===== src/rtl/spi_fifo_pkg.sv =====
package spi_fifo_pkg;
  localparam int BUS_W = 32;

  localparam logic [3:0] OFS_CTRL = 4'h0;
  localparam logic [3:0] OFS_DATA = 4'h4;
  localparam logic [3:0] OFS_DIV  = 4'h8;
  localparam logic [3:0] OFS_LEN  = 4'hC;

  localparam int B_CPHA    = 2;
  localparam int B_CPOL    = 3;
  localparam int B_CLR_TX  = 4;
  localparam int B_CLR_RX  = 5;
  localparam int B_RUN     = 7;
  localparam int B_IE_DONE = 9;
  localparam int B_IE_RXR  = 10;
  localparam int B_REN     = 12;
  localparam int B_DONE    = 16;
  localparam int B_RXD     = 17;
  localparam int B_TXD     = 18;
  localparam int B_RXR     = 19;
  localparam int B_RXF     = 20;

  typedef struct packed {
    logic ren;
    logic ie_rxr;
    logic ie_done;
    logic run;
    logic cpol;
    logic cpha;
  } ctrl_t;
endpackage


===== src/rtl/spi_sync_fifo.sv =====
module spi_sync_fifo #(
  parameter int W     = 8,
  parameter int DEPTH = 16
) (
  input  logic                       clk_i,
  input  logic                       rst_ni,
  input  logic                       flush_i,
  input  logic                       push_i,
  input  logic [W-1:0]               wdata_i,
  input  logic                       pop_i,
  output logic [W-1:0]               rdata_o,
  output logic                       empty_o,
  output logic                       full_o,
  output logic [$clog2(DEPTH):0]     cnt_o
);
  localparam int AW = $clog2(DEPTH);

  logic [W-1:0]  mem_q [DEPTH];
  logic [AW-1:0] rp_q, wp_q;
  logic [AW:0]   cnt_q;
  logic          do_push, do_pop;

  assign empty_o = (cnt_q == '0);
  assign full_o  = (cnt_q == (AW+1)'(DEPTH));
  assign do_push = push_i & ~full_o;
  assign do_pop  = pop_i & ~empty_o;
  assign rdata_o = mem_q[rp_q];
  assign cnt_o   = cnt_q;

  always_ff @(posedge clk_i) begin
    if (do_push && !flush_i) mem_q[wp_q] <= wdata_i;
  end

  always_ff @(posedge clk_i or negedge rst_ni) begin
    if (!rst_ni) begin
      rp_q  <= '0;
      wp_q  <= '0;
      cnt_q <= '0;
    end else if (flush_i) begin
      rp_q  <= '0;
      wp_q  <= '0;
      cnt_q <= '0;
    end else begin
      if (do_push) wp_q <= wp_q + AW'(1);
      if (do_pop)  rp_q <= rp_q + AW'(1);
      cnt_q <= cnt_q + (AW+1)'(do_push) - (AW+1)'(do_pop);
    end
  end
endmodule


===== src/rtl/spi_half_tick.sv =====
module spi_half_tick #(
  parameter int DW = 16
) (
  input  logic          clk_i,
  input  logic          rst_ni,
  input  logic          run_i,
  input  logic [DW-1:0] div_i,
  output logic          tick_o
);
  logic [DW-1:0] cnt_q, limit;

  // bit 0 dropped; a zero even value selects the slowest rate
  always_comb begin
    if (div_i[DW-1:1] == '0) limit = {1'b1, {(DW-1){1'b0}}} - DW'(1);
    else                     limit = {1'b0, div_i[DW-1:1]} - DW'(1);
  end

  assign tick_o = run_i & (cnt_q == limit);

  always_ff @(posedge clk_i or negedge rst_ni) begin
    if (!rst_ni)            cnt_q <= '0;
    else if (!run_i || tick_o) cnt_q <= '0;
    else                    cnt_q <= cnt_q + DW'(1);
  end
endmodule


===== src/rtl/spi_shift_engine.sv =====
module spi_shift_engine #(
  parameter int W = 8
) (
  input  logic         clk_i,
  input  logic         rst_ni,
  input  logic         en_i,
  input  logic         cpol_i,
  input  logic         cpha_i,
  input  logic         tick_i,
  input  logic         tx_avail_i,
  input  logic         rx_room_i,
  input  logic [W-1:0] tx_data_i,
  input  logic         din_i,
  output logic         tx_pop_o,
  output logic         rx_push_o,
  output logic [W-1:0] rx_data_o,
  output logic         sclk_o,
  output logic         dout_o,
  output logic         busy_o
);
  localparam int EDGES = 2 * W;
  localparam int EW    = $clog2(EDGES);

  logic          busy_q, ph_q;
  logic [EW-1:0] edge_q;
  logic [W-1:0]  tx_sh_q, rx_sh_q, rx_nxt;
  logic          lead, samp, shft, last, step;

  always_comb begin
    lead   = ~edge_q[0];
    samp   = lead ^ cpha_i;
    // phase 1 already presents the MSB before the first leading edge
    shft   = ~samp & ~(cpha_i & (edge_q == '0));
    last   = (edge_q == EW'(EDGES - 1));
    step   = busy_q & en_i & tick_i;
    rx_nxt = {rx_sh_q[W-2:0], din_i};
  end

  assign tx_pop_o  = en_i & ~busy_q & tx_avail_i & rx_room_i;
  assign rx_push_o = step & last;
  assign rx_data_o = samp ? rx_nxt : rx_sh_q;
  assign sclk_o    = cpol_i ^ ph_q;
  assign dout_o    = tx_sh_q[W-1];
  assign busy_o    = busy_q;

  always_ff @(posedge clk_i or negedge rst_ni) begin
    if (!rst_ni) begin
      busy_q  <= 1'b0;
      ph_q    <= 1'b0;
      edge_q  <= '0;
      tx_sh_q <= '0;
      rx_sh_q <= '0;
    end else if (tx_pop_o) begin
      busy_q  <= 1'b1;
      ph_q    <= 1'b0;
      edge_q  <= '0;
      tx_sh_q <= tx_data_i;
    end else if (busy_q && !en_i) begin
      busy_q <= 1'b0;
      ph_q   <= 1'b0;
    end else if (step) begin
      ph_q   <= ~ph_q;
      edge_q <= edge_q + EW'(1);
      if (samp) rx_sh_q <= rx_nxt;
      if (shft) tx_sh_q <= {tx_sh_q[W-2:0], 1'b0};
      if (last) busy_q <= 1'b0;
    end
  end
endmodule


===== src/rtl/spi_fifo_master.sv =====
module spi_fifo_master
  import spi_fifo_pkg::*;
#(
  parameter int DATA_W     = 8,
  parameter int FIFO_DEPTH = 16,
  parameter int DIV_W      = 16,
  parameter int LEN_W      = 16
) (
  input  logic             clk_i,
  input  logic             rst_ni,
  input  logic             req_i,
  input  logic             we_i,
  input  logic [3:0]       addr_i,
  input  logic [BUS_W-1:0] wdata_i,
  output logic [BUS_W-1:0] rdata_o,
  output logic             irq_o,
  output logic             sclk_o,
  output logic             cs_n_o,
  output logic             mosi_o,
  output logic             mosi_oe_o,
  input  logic             mosi_i,
  input  logic             miso_i
);
  localparam int AW      = $clog2(FIFO_DEPTH);
  localparam int RXR_LVL = FIFO_DEPTH * 3 / 4;

  ctrl_t            ctrl_q;
  logic [DIV_W-1:0] div_q;
  logic [LEN_W-1:0] len_q;

  logic wr, rd, wr_ctrl, wr_data, rd_data;
  logic tick, busy, done, rxr, din;
  logic tx_pop, rx_push;
  logic [DATA_W-1:0] rx_byte;

  // queue 0 = transmit, queue 1 = receive
  logic [1:0]        f_flush, f_push, f_pop, f_empty, f_full;
  logic [DATA_W-1:0] f_wdata [2];
  logic [DATA_W-1:0] f_rdata [2];
  logic [AW:0]       f_cnt   [2];

  assign wr      = req_i & we_i;
  assign rd      = req_i & ~we_i;
  assign wr_ctrl = wr & (addr_i == OFS_CTRL);
  assign wr_data = wr & (addr_i == OFS_DATA);
  assign rd_data = rd & (addr_i == OFS_DATA);

  assign f_flush    = {wr_ctrl & wdata_i[B_CLR_RX], wr_ctrl & wdata_i[B_CLR_TX]};
  assign f_push     = {rx_push, wr_data};
  assign f_pop      = {rd_data, tx_pop};
  assign f_wdata[0] = wdata_i[DATA_W-1:0];
  assign f_wdata[1] = rx_byte;

  for (genvar g = 0; g < 2; g++) begin : g_fifo
    spi_sync_fifo #(.W(DATA_W), .DEPTH(FIFO_DEPTH)) fifo_i (
      .clk_i   (clk_i),
      .rst_ni  (rst_ni),
      .flush_i (f_flush[g]),
      .push_i  (f_push[g]),
      .wdata_i (f_wdata[g]),
      .pop_i   (f_pop[g]),
      .rdata_o (f_rdata[g]),
      .empty_o (f_empty[g]),
      .full_o  (f_full[g]),
      .cnt_o   (f_cnt[g])
    );
  end

  spi_half_tick #(.DW(DIV_W)) tick_i (
    .clk_i  (clk_i),
    .rst_ni (rst_ni),
    .run_i  (busy),
    .div_i  (div_q),
    .tick_o (tick)
  );

  assign din = ctrl_q.ren ? mosi_i : miso_i;

  spi_shift_engine #(.W(DATA_W)) eng_i (
    .clk_i      (clk_i),
    .rst_ni     (rst_ni),
    .en_i       (ctrl_q.run),
    .cpol_i     (ctrl_q.cpol),
    .cpha_i     (ctrl_q.cpha),
    .tick_i     (tick),
    .tx_avail_i (~f_empty[0]),
    .rx_room_i  (~f_full[1]),
    .tx_data_i  (f_rdata[0]),
    .din_i      (din),
    .tx_pop_o   (tx_pop),
    .rx_push_o  (rx_push),
    .rx_data_o  (rx_byte),
    .sclk_o     (sclk_o),
    .dout_o     (mosi_o),
    .busy_o     (busy)
  );

  always_ff @(posedge clk_i or negedge rst_ni) begin
    if (!rst_ni) begin
      ctrl_q <= '0;
      div_q  <= '0;
      len_q  <= '0;
    end else if (wr) begin
      case (addr_i)
        OFS_CTRL: begin
          ctrl_q.cpha    <= wdata_i[B_CPHA];
          ctrl_q.cpol    <= wdata_i[B_CPOL];
          ctrl_q.run     <= wdata_i[B_RUN];
          ctrl_q.ie_done <= wdata_i[B_IE_DONE];
          ctrl_q.ie_rxr  <= wdata_i[B_IE_RXR];
          ctrl_q.ren     <= wdata_i[B_REN];
        end
        OFS_DIV: div_q <= wdata_i[DIV_W-1:0];
        OFS_LEN: len_q <= wdata_i[LEN_W-1:0];
        default: ;
      endcase
    end
  end

  assign done      = ctrl_q.run & f_empty[0] & ~busy;
  assign rxr       = (f_cnt[1] >= (AW+1)'(RXR_LVL));
  assign irq_o     = (ctrl_q.ie_done & done) | (ctrl_q.ie_rxr & rxr);
  assign cs_n_o    = ~ctrl_q.run;
  assign mosi_oe_o = ~ctrl_q.ren;

  always_comb begin
    rdata_o = '0;
    if (rd) begin
      case (addr_i)
        OFS_CTRL: begin
          rdata_o[B_CPHA]    = ctrl_q.cpha;
          rdata_o[B_CPOL]    = ctrl_q.cpol;
          rdata_o[B_RUN]     = ctrl_q.run;
          rdata_o[B_IE_DONE] = ctrl_q.ie_done;
          rdata_o[B_IE_RXR]  = ctrl_q.ie_rxr;
          rdata_o[B_REN]     = ctrl_q.ren;
          rdata_o[B_DONE]    = done;
          rdata_o[B_RXD]     = ~f_empty[1];
          rdata_o[B_TXD]     = ~f_full[0];
          rdata_o[B_RXR]     = rxr;
          rdata_o[B_RXF]     = f_full[1];
        end
        OFS_DATA: if (!f_empty[1]) rdata_o[DATA_W-1:0] = f_rdata[1];
        OFS_DIV:  rdata_o[DIV_W-1:0] = div_q;
        OFS_LEN:  rdata_o[LEN_W-1:0] = len_q;
        default: ;
      endcase
    end
  end
endmodule


===== config.mk =====
export PLATFORM = sky130hd
export DESIGN_NAME = spi_fifo_master
export DESIGN_NICKNAME = d
export VERILOG_FILES = /design/src/rtl/spi_fifo_pkg.sv /design/src/rtl/spi_sync_fifo.sv /design/src/rtl/spi_half_tick.sv /design/src/rtl/spi_shift_engine.sv /design/src/rtl/spi_fifo_master.sv
export SDC_FILE = /design/constraint.sdc
export NUM_CORES = 1
export LEC_CHECK = 0
export BUFFER_PORTS_ARGS = -buffer_cell sky130_fd_sc_hd__buf_2
export CELL_PAD_IN_SITES_DETAIL_PLACEMENT = 1
export CELL_PAD_IN_SITES_GLOBAL_PLACEMENT = 1
export CORE_ASPECT_RATIO = 0.75
export CORE_MARGIN = 3
export CORE_UTILIZATION = 44
export DETAILED_ROUTE_END_ITERATION = 8
export PLACE_DENSITY_LB_ADDON = 0.25
export SLEW_MARGIN = 10
export SYNTH_ARGS = -nofsm -noshare
export SYNTH_HDL_FRONTEND = slang
export SYNTH_SLANG_ARGS = --single-unit

===== constraint.sdc =====
create_clock -name clk_i -period 9.4 [get_ports clk_i]
set_clock_uncertainty 0.1 [all_clocks]
set_input_delay 0.47 -clock clk_i [delete_from_list [all_inputs] [get_ports clk_i]]
set_output_delay 0.47 -clock clk_i [all_outputs]
set_load 0.05 [all_outputs]

==> out/qor.log <==
qor: global_routing.gr-usage-met1 0.295
qor: job.timing.max_cap.violations 0
qor: timing.report.final.slew_viol_count 0
qor: timing.final_hold_viol_count 0
qor: routing.count_of_vias_placed_by_the_detailed_router 9,097
qor: pwr.vdd_ir_drop_max 0.172 mV
qor: clocking.clk_latency 0.53 ns
qor: synth.mean_instance_size_in_the_synthesized_netlist 15.4 um^2
qor: critical_path.worst_ep_required_time 9.54 ns
qor: global_routing.global_route_wire_length_before_repair 58.4 mm
qor: clocking.cts.root.buffer_cell clkbuf_16
qor: routing.initialDrtViolationCount 676
qor: clocking.buffer_levels_on_the_longest_clock_path 3
qor: floorplanning.floorplan.die_area 38,900 um^2
qor: floorplanning.die_x 227 um
qor: routing.avgRoutedWirePerCell 23.6 um
qor: synth.synthesis.instances 1,044
qor: finish.drive_above_1_share 0.251
qor: global_routing.grt_util_all_layers 0.198
qor: routing.drc 0
qor: synth.post_syn_area 16,100 um^2
qor: synth.yosys_warnings 0
qor: pwr.power_density 239 nW/um^2
qor: routing.detail_route.first_pass.iterations 5
qor: routing.vias_per_cell 5.73
qor: global_routing.grt_start_max_net_pins 67
qor: clocking.cts.sinks 358
qor: global_routing.busiest_layer met2
qor: finish.antenna_cells 0
qor: synth.async_flop_share 0.285
qor: timing.min_hold_slack 0.0965 ns
qor: synth.synth_flop_cell edfxtp_1
qor: clocking.cts-buffers-inserted 36
qor: synth.synth_edf_count 256
qor: clocking.holdBufCountCts 1
qor: timing.worst_pin_slew 1.13 ns
qor: finish.postLayoutCellArea 18,000 um^2
qor: timing.min_period_over_period 0.523
qor: critical_path.path_class reg -> reg
qor: global_routing.grtUsageMet3 0.0329
qor: status.outcome complete, no violations
qor: critical_path.crit_path_start_kind register
qor: worst_hold_path.min_path_type in -> reg
qor: synth.synth-seq-area-share 0.636
qor: synth.postSynthRegisterBits 358
qor: synth.number_of_distinct_library_cells_after_synthesis 67
qor: clocking.htree_levels 2
qor: floorplanning.floorplan.core_area 35,400 um^2
qor: placement.placement.cell_area 16,900 um^2
qor: floorplanning.die-height 172 um
qor: finish.nFillCells 3,391
qor: finish.final_net_count 1,177
qor: pwr.power_leakage 6.53 nW
qor: clocking.post_cts.resized_instances 0
qor: global_routing.grt_use_met2 0.312
qor: timing.final-setup-viol-count 0
qor: global_routing.vias_in_the_first_global_route 9,443
qor: timing.maxClockFrequency 203 MHz
qor: critical_path.endpoint_kind register
qor: timing.finalWorstPathRequiredPeriod 4.92 ns
qor: routing.ant_nets 0
qor: floorplanning.initial_core_util 0.455
qor: global_routing.globalRouteOverflowTotal 0
qor: timing.fin_ws 4.48 ns
qor: global_routing.antenna_violations_before_repair 0
qor: placement.placement.io_buffers 51
qor: critical_path.path_max_fanout 23
qor: placement.dp.final_hpwl 25.4 mm
qor: timing.unrepaired_setup_endpoints_after_global_routing false
qor: placement.globalplace.congestion 0.776
qor: floorplanning.rows 59
qor: floorplanning.num_io_pins 79
qor: clocking.post_cts_setup_buffer_count 0
qor: timing.max-slew-margin-rel 0.234
qor: placement.dp_worst_setup_slack 4.48 ns
qor: critical_path.crit_arrival 5.06 ns
qor: clocking.path_clk_slew 0.06 ns
qor: timing.timing.setup.tns 0 ns
qor: pwr.report.power.total 0.00430 W
qor: finish.area.growth.synth_to_final 11.8%
qor: clocking.cts_tree yes
qor: routing.drt-total-wl 37.5 mm
## worst paths after layout
| check | startpoint | endpoint | slack, ns | depth (start not counted) |
|---|---|---|---|---|
| hold reg to reg | len_q[9] | len_q[9] | 0.40 | 1 |
| setup / recovery | div_q[1] | g_fifo[1].fifo_i.mem_q[13][4] | 4.48 | 11 |
| max in group asynchronous | rst_ni | g_fifo[1].fifo_i.rp_q[0] | 7.52 | 3 |
| hold / removal | wdata_i[13] | div_q[13] | 0.1 | 2 |
| setup reg to reg | div_q[1] | g_fifo[1].fifo_i.mem_q[13][4] | 4.48 | 11 |
| min in group asynchronous | rst_ni | eng_i.tx_sh_q[6] | 0.34 | 2 |
## synthesized netlist by cell type (18+ instances only)
master    instances  area share
nand3_1          25      0.0078
ha_1             29       0.023
mux4_2           80        0.11
nor2_1           85       0.020
clkbuf_1         36      0.0084
edfxtp_1        256        0.48
dfrtp_1         102        0.16
inv_1            35      0.0082
nand2_1          48       0.011
nor3_1           18      0.0056
xor2_1           21       0.011
mux2_2           58       0.041
xnor2_1          24       0.013
## stage by stage
stage                      util  instances
final                     0.509       1587
after global routing      0.509       1587
after CTS                 0.509       1587
after detailed placement  0.477       1522
after global placement    0.477       1522
after floorplan               -       1054
## cell usage in the layout, fill, tap and decap left out, drive strengths merged, types with 21 or more instances in the layout
cell / count
nor2: 86
nand2: 48
edfxtp: 256
inv: 37
xnor2: 24
xor2: 21
buf: 78
ha: 29
mux2: 58
dfrtp: 102
nand3: 25
clkbuf: 44
mux4: 80
## worst max-delay path, stage by stage, from the launching register on
cell,delay [ns]
dfrtp_1,0.49
inv_1,0.19
ha_1,0.23
or4b_2,0.64
or4_1,0.49
xor2_1,0.18
nor4b_1,0.28
a311o_1,0.30
nand4_1,0.14
buf_4,0.26
nor4b_1,0.98
buf_4,0.30
## sequential cells by signal (all words and copies together), names as in the netlist
signal               cells
ctrl_q                   6
div_q                   16
eng_i.busy_o             1
eng_i.edge_q             4
eng_i.ph_q               1
eng_i.rx_sh_q            8
eng_i.tx_sh_q            8
g_fifo.fifo_i.cnt_o     10
g_fifo.fifo_i.mem_q    256
g_fifo.fifo_i.rp_q       8
g_fifo.fifo_i.wp_q       8
len_q                   16
tick_i.cnt_q            16
## cell type report
cell class	count	area [um^2]	area share
sequential	358	10200	0.569
multi-input combinational	594	5470	0.304
clock buffer	44	961	0.0534
tap	457	572	0.0318
timing repair buffer	79	470	0.0262
clock inverter	20	138	0.00765
inverter	35	131	0.00730
## cells by family after synthesis
family                   share of synthesized area
adder cells (fa/ha/maj)                     0.0250
XOR/XNOR                                    0.0274
other                                     0.000233
buffers and inverters                       0.0273
AO/OA/AOI/OAI                               0.0345
AND/OR/NAND/NOR                             0.0940
multiplexers                                 0.155
flip-flops                                   0.636
## where the power goes
part / switching, W / internal, W / leakage (nW)
Sequential: 0.000162 / 0.00179 / 3.64
Clock: 0.000590 / 0.000758 / 0.535
Combinational: 0.000523 / 0.000474 / 2.35
Total: 0.00128 / 0.00302 / 6.53
## per-layer routing
metal | vias up | share of wire | routed length, um
met2 | 144 | 0.47 | 17600
met1 | 4815 | 0.48 | 17900
met4 | 0 | 0.012 | 435
li1 | 4101 | - | -
met5 | - | 0 | 0
met3 | 37 | 0.042 | 1560
(Power assumes the default switching activity.)
